[config.mk]
export PLATFORM = sky130hd
export DESIGN_NAME = tc8_pwm
export DESIGN_NICKNAME = d
export VERILOG_FILES = /design/src/rtl/tc8_pwm.sv
export SDC_FILE = /design/constraint.sdc
export NUM_CORES = 1
export LEC_CHECK = 0
export BUFFER_PORTS_ARGS = -buffer_cell sky130_fd_sc_hd__buf_2
export CAP_MARGIN = 25
export CORE_MARGIN = 1
export CORE_UTILIZATION = 55
export CTS_CLUSTER_SIZE = 20
export DETAILED_ROUTE_END_ITERATION = 8
export GPL_TIMING_DRIVEN = 0
export PLACE_DENSITY = 0.75
export SETUP_SLACK_MARGIN = 0.05
export SLEW_MARGIN = 20
export SYNTH_ARGS = -nofsm -noshare
export SYNTH_HDL_FRONTEND = slang
export SYNTH_SLANG_ARGS = --single-unit
[constraint.sdc]
create_clock -name clk -period 6.3 [get_ports clk]
set_input_delay 0.315 -clock clk [delete_from_list [all_inputs] [get_ports clk]]
set_output_delay 0.315 -clock clk [all_outputs]
set_load 0.02 [all_outputs]
[src/rtl/tc8_pwm.sv]
module tc8_pwm #(
  parameter int CNT_W       = 8,
  parameter int RATE_W      = 3,
  parameter int SYNC_STAGES = 2
) (
  input  logic             clk,
  input  logic             rst_n,
  input  logic             cpu_ce,
  input  logic             ext_clk,
  input  logic             bus_wr,
  input  logic [1:0]       bus_addr,
  input  logic [CNT_W-1:0] bus_wdata,
  output logic [CNT_W-1:0] bus_rdata,
  output logic             irq_o,
  output logic             tgl_o,
  output logic             pwm_o
);
  localparam int MODE_W = 8;
  localparam int PRE_W  = 1 << RATE_W;
  localparam logic [CNT_W-1:0] CNT_ONES = {CNT_W{1'b1}};
  localparam logic [PRE_W-1:0] PRE_ONES = {PRE_W{1'b1}};

  logic [MODE_W-1:0] mode_q;
  logic [CNT_W-1:0]  cnt, rld_wr, rld_act, top;
  logic [PRE_W-1:0]  pre;
  logic [SYNC_STAGES:0] sync;
  logic flag, tgl_q;

  wire run     = mode_q[0];
  wire [RATE_W-1:0] rate = mode_q[RATE_W:1];
  wire aload   = mode_q[4];
  wire tgl_en  = mode_q[5];
  wire pwm_en  = mode_q[6];
  wire ext_sel = mode_q[7];

  wire mode_wr = bus_wr && bus_addr == 2'd0;
  wire cnt_wr  = bus_wr && bus_addr == 2'd1;
  wire rld_we  = bus_wr && bus_addr == 2'd2;
  wire flg_wr  = bus_wr && bus_addr == 2'd3;

  always_comb begin
    top = CNT_ONES;
    if (pwm_en)
      case ({tgl_en, aload})
        2'b00:   top = CNT_ONES;
        2'b01:   top = CNT_ONES >> 2;
        2'b10:   top = CNT_ONES >> 3;
        default: top = CNT_ONES >> 4;
      endcase
  end

  wire [PRE_W-1:0] pre_mask = PRE_ONES >> rate;
  wire int_tick = cpu_ce && ((pre & pre_mask) == pre_mask);
  wire ext_rise = sync[SYNC_STAGES-1] && !sync[SYNC_STAGES];
  wire tick     = run && (ext_sel ? ext_rise : int_tick);
  wire wrap     = tick && (cnt >= top);
  wire ov       = wrap && !cnt_wr;

  always_ff @(posedge clk or negedge rst_n)
    if (!rst_n) sync <= '0;
    else        sync <= {sync[SYNC_STAGES-1:0], ext_clk};

  always_ff @(posedge clk or negedge rst_n)
    if (!rst_n)                pre <= '0;
    else if (!run || ext_sel)  pre <= '0;
    else if (cpu_ce)           pre <= pre + 1'b1;

  always_ff @(posedge clk or negedge rst_n)
    if (!rst_n)       mode_q <= '0;
    else if (mode_wr) mode_q <= bus_wdata[MODE_W-1:0];

  always_ff @(posedge clk or negedge rst_n)
    if (!rst_n)      rld_wr <= '0;
    else if (rld_we) rld_wr <= bus_wdata;

  always_ff @(posedge clk or negedge rst_n)
    if (!rst_n)               rld_act <= '0;
    else if (!pwm_en || ov)   rld_act <= rld_wr;

  always_ff @(posedge clk or negedge rst_n)
    if (!rst_n)      cnt <= '0;
    else if (cnt_wr) cnt <= bus_wdata;
    else if (wrap)   cnt <= (!pwm_en && aload) ? rld_wr : '0;
    else if (tick)   cnt <= cnt + 1'b1;

  always_ff @(posedge clk or negedge rst_n)
    if (!rst_n)                     flag <= 1'b0;
    else if (ov)                    flag <= 1'b1;
    else if (flg_wr && !bus_wdata[0]) flag <= 1'b0;

  always_ff @(posedge clk or negedge rst_n)
    if (!rst_n)                         tgl_q <= 1'b0;
    else if (ov && tgl_en && !pwm_en)   tgl_q <= ~tgl_q;

  always_comb
    case (bus_addr)
      2'd0:    bus_rdata = CNT_W'(mode_q);
      2'd1:    bus_rdata = cnt;
      2'd2:    bus_rdata = rld_wr;
      default: bus_rdata = CNT_W'(flag);
    endcase

  assign irq_o = flag;
  assign tgl_o = tgl_q;
  assign pwm_o = pwm_en && run && (cnt < rld_act);


  normal_wrap_chk: assert property (@(posedge clk) disable iff (!rst_n)
    (ov && !pwm_en && !aload) |=> (cnt == '0));

  reload_wrap_chk: assert property (@(posedge clk) disable iff (!rst_n)
    (ov && !pwm_en && aload && !rld_we) |=> (cnt == $past(rld_wr)));

  flag_set_chk: assert property (@(posedge clk) disable iff (!rst_n)
    ov |=> irq_o);

  duty_hold_chk: assert property (@(posedge clk) disable iff (!rst_n)
    (pwm_en && !ov) |=> $stable(rld_act));

  toggle_flip_chk: assert property (@(posedge clk) disable iff (!rst_n)
    (ov && tgl_en && !pwm_en) |=> (tgl_o != $past(tgl_o)));

  frozen_cnt_chk: assert property (@(posedge clk) disable iff (!rst_n)
    (!run && !cnt_wr) |=> $stable(cnt));

  always_comb if (rst_n) pwm_idle_chk: assert (pwm_en || !pwm_o);
endmodule

# Word level (Yosys, flattened, before mapping)
# Index checks and enable logic that the tools add are counted.
# totals
regBits,45
inputBits,15
elab_cells,60
# op_classes
n_addsub,2
n_lt_le_gt_ge,2
eq_ne,6
shifts,1
n_mux,12
bitwise,2
n_reduce_logical,27
# op_table
op,count
$mux W8,7
$pmux W8 S3,2
$add A8 B1 Y8 const B,2
$logic_and A1 B1 Y1,15
$and A8 B8 Y8,1
$eq A8 B8 Y1,1
$ge A8 B8 Y1,1
$lt A8 B8 Y1,1
$shr A8 B3 Y8 const A,1
$eq A2 B2 Y1 const B,3
$logic_not A1 Y1,5
$eq A2 B1 Y1 const B,2
$logic_not A2 Y1,2
$reduce_bool A2 Y1,2
$mux W1,3
$reduce_bool A3 Y1,1
$logic_or A1 B1 Y1,2
$not A1 Y1,1

# Logic depth before layout (Yosys ltp)
# depth
depth_word,10
ltp_mapped,9

# Least setup slack after synthesis
# OpenSTA, ideal clock, no wires.
# synth_path
path_kind,register -> register
startpoint,register mode_q[6]
endpoint,register rld_act[0]
t_arrival_ps,2146
required_time_ps,6175
setup_slack_ps,4029
stages_incl_launch_ff,9
n_path_buf,0
period_less_slack_ps,2271
path_cell_list,dfrtp_1 and2_1 ha_1 o21ai_0 a22oi_1 a21oi_2 nor2_1 a21boi_2 mux2_2
# synth_between
elab_chain_cells,5
word_cells_on_any_way,6
# synth_lines
item,line,source
from (decl),23,logic [MODE_W-1:0] mode_q;
from (signal assigned),70,else if (mode_wr) mode_q <= bus_wdata[MODE_W-1:0];
$mux W8,43,if (pwm_en)
$ge A8 B8 Y1,56,wire wrap = tick && (cnt >= top);
$logic_and A1 B1 Y1,56,
$logic_and A1 B1 Y1,57,wire ov = wrap && !cnt_wr;
$logic_or A1 B1 Y1 (*),78,else if (!pwm_en || ov) rld_act <= rld_wr;
to (signal assigned),78,
to (decl),24,"logic [CNT_W-1:0] cnt, rld_wr, rld_act, top;"
# Every way passes the cells marked *; elsewhere a longest branch is shown, timed or not.
# A chain may end at the register's enable or synchronous reset.

# Worst setup path in the final report
# layout_path
startpoint,register mode_q[6]
endpoint,register rld_act[7]
# The elaborated chain is that of the path after synthesis.

==> results.toml <==
[run_status]
status = "finished, final reports clean"

[finish]
layout.nets = 311
layout-drive-gt1-share_pct = 23.3
area_growth_pct = 10.5
nFillCells = 374
diodes = 0

[synthesis]
synth_edf_count = 0
synthArstFlopShare_pct = 100
yosysWarnings = 0
synth_flop_cell = "dfrtp_1"
ys_seq_elements = 45
synth_nets = 280
yosysSeqAreaShare_pct = 43.0
synthDistinctLibCells = 46
syn-cell-area_um2 = 2620
syn_area_per_cell_um2 = 10.4
syn_inst = 252

[timing]
slew_headroom_pct = 42.7
worst_pin_slew_ns = 0.856
setup_viol = 0
finClkSkew_ns = 0.00666
period_needed_ns = 2.84
fmax_mhz = 352
finalHoldViolations = 0
slew_violations = 0
fin_tns_setup_ns = 0
rsz0062_at_grt = "false"
fin_hold_ws_ns = 0.00565
fin_crit_sh_pct = 45.1

[critical_path]
crit_family = "compound AO/OA/AOI/OAI gates"
crit_path_end_kind = "flop"
reg2reg_from = "mode_q[6]$_DFFE_PN0P_"
cp.required_ns = 6.48
critPathLaunch = "mode_q[6]$_DFFE_PN0P_"
cp_slowest_stage_delay_ns = 0.54
worstPathArrival_ns = 3.02
critPathBufInv = 0
ff2ff_setup_slack_ns = 3.46
worst-path-max-fanout = 9
reg2reg_depth = 8
crit_slowest_cell = "a21boi_2"
critical_path_class = "reg -> reg"
crit_chain = "and2_1 > ha_1 > o21ai_0 > a22oi_1 > a21oi_2 > nor2_1 > a21boi_2 > mux2_2"
reg2reg_to = "rld_act[7]$_DFFE_PN0P_"
start_kind = "flop"

[clocking]
cts_tree = "done"
clock_sinks = 45
clockRootBuffer = "clkbuf_8"
path_clk_slew_ns = 0.08
cts_setup_buffers = 0
ctsHoldBuffers = 0
htreeDepth = 2
clock_path_buffers = 2
cts_inserted_buffers = 5
cts-resized-gates = 0
clk-insertion-delay-late_ns = 0.30

[detailed_routing]
drtIter0Drc = 124
wirelength_um = 5730
drcViolationCount = 0
routed-via-count = 2015
ant_nets = 0
via_per_inst = 6.01
dr.pass1.iters = 4
wl_per_cell_um = 17.1

[job]
maxCapViolations = 0

[global_routing]
grt_pass1_wl_um = 9390
gr-max-usage-layer = "met2"
grt_overflow = 0
grt_max_degree = 46
grtUsageMet1_pct = 35.2
use_met2_pct = 36.9
antenna_found_initial = 0
grt.total_usage_pct = 24.6
grt_pass1_vias = 1863
use_met3_pct = 5.13

[floorplan]
die_area_um2 = 5040
die_w_um = 71
io-pin-count = 26
start_util_pct = 58.5
dieHeight_um = 71
core_um2 = 4470
num_rows = 24

[place]
place_hpwl_um = 3900
port_buffers = 24
gp_congestion = 0.838

[pwr]
powerDensity_nw_per_um2 = 316
ir_worst_vdd_mv = 0.162
power_leakage_uw = 0.00129

[min_path]
min_path_type = "in -> async"
-- power breakdown --
group	switching [µW]	total [µW]	internal (µW)
combinational	170	313	144
sequential	69.9	419	349
clock	94.6	182	87.2
total	334	914	580
-- per-layer routing --
metal	wire [µm]	vias up
li1	-	961
met1	2760	989
met3	231	11
met5	0	-
met4	107	0
met2	2630	54
-- synthesized netlist by cell type, drive strengths merged, types with 4 or more instances --
master	count	area share, %
nand4	5	1.2
xor2	5	1.7
nand3	6	1.1
clkbuf	4	0.57
buf	5	1.7
a211oi	6	1.7
a21oi	7	1.5
xnor2	7	2.3
o21ai	16	3.6
nand2	29	4.3
mux2	23	9.9
inv	9	1.3
o31ai	5	1.4
nor2	23	3.3
dfrtp	45	43
mux2i	10	3.8
ha	13	6.2
-- registers in the layout, summed over array words and instances (netlist names) --
signal   count
cnt          8
irq_o        1
mode_q       8
pre          8
rld_act      8
rld_wr       8
sync         3
tgl_o        1
-- final cells by class --
class	instances	area, µm²	area share (%)
Tap cell	52	65.1	2.25
Inverter	9	33.8	1.17
Sequential cell	45	1130	38.9
Multi-Input combinational cell	189	1400	48.4
Buffer	9	60.1	2.08
Clock buffer	7	86.3	2.98
Timing Repair Buffer	24	123	4.24
-- per-stage QoR --
| stage | worst slack [ns] | power (µW) | utilization (%) | cells | area, µm² |
|---|---|---|---|---|---|
| 5_1_grt | 3.30 | 973 | 64.7 | 335 | 2890 |
| 3_3_place_gp | 3.57 | 722 | 62.7 | 328 | 2800 |
| 6_report | 3.46 | 914 | 64.7 | 335 | 2890 |
| 4_1_cts | 3.46 | 919 | 64.6 | 335 | 2890 |
| 2_1_floorplan | 4.03 | 638 | - | 252 | 2620 |
| 3_5_place_dp | 3.47 | 735 | 62.7 | 328 | 2800 |
-- cells in the final DEF, fill, tap and decap left out, types with 2 or more instances in the layout --
master / instances
clkbuf_1: 5
a211o_1: 2
inv_1: 9
buf_4: 2
a21o_1: 3
nand4_1: 5
nand2b_1: 2
nand2_1: 28
ha_1: 13
nand3b_1: 3
and3_1: 2
a31oi_1: 2
nand4b_1: 3
xor2_1: 5
o31ai_1: 5
a211oi_1: 6
mux2i_1: 10
buf_6: 3
nor2b_1: 2
mux2_2: 23
nor2_1: 23
a21oi_1: 6
buf_2: 23
xnor2_1: 7
clkbuf_8: 6
o21ai_0: 14
dfrtp_1: 45
nand3_1: 6
-- how the worst max path moves through the flow --
stage                                   endpoint  slack, ns  cells past startpoint
after global placement    rld_act[6]$_DFFE_PN0P_       3.57                      8
final                     rld_act[7]$_DFFE_PN0P_       3.46                      8
after detailed placement  rld_act[6]$_DFFE_PN0P_       3.47                      8
after floorplan           rld_act[0]$_DFFE_PN0P_       4.03                      8
after global routing      rld_act[3]$_DFFE_PN0P_       3.30                      8
after CTS                 rld_act[7]$_DFFE_PN0P_       3.46                      8
-- kinds of logic after synthesis --
group                    share of synthesized area (%)
multiplexers                                      14.6
AO/OA/AOI/OAI                                     13.3
buffers and inverters                             3.58
flip-flops                                        43.0
AND/OR/NAND/NOR                                   15.3
adder cells (fa/ha/maj)                           6.21
XOR/XNOR                                          4.01
No activity file was read; power rests on OpenSTA's default activity.
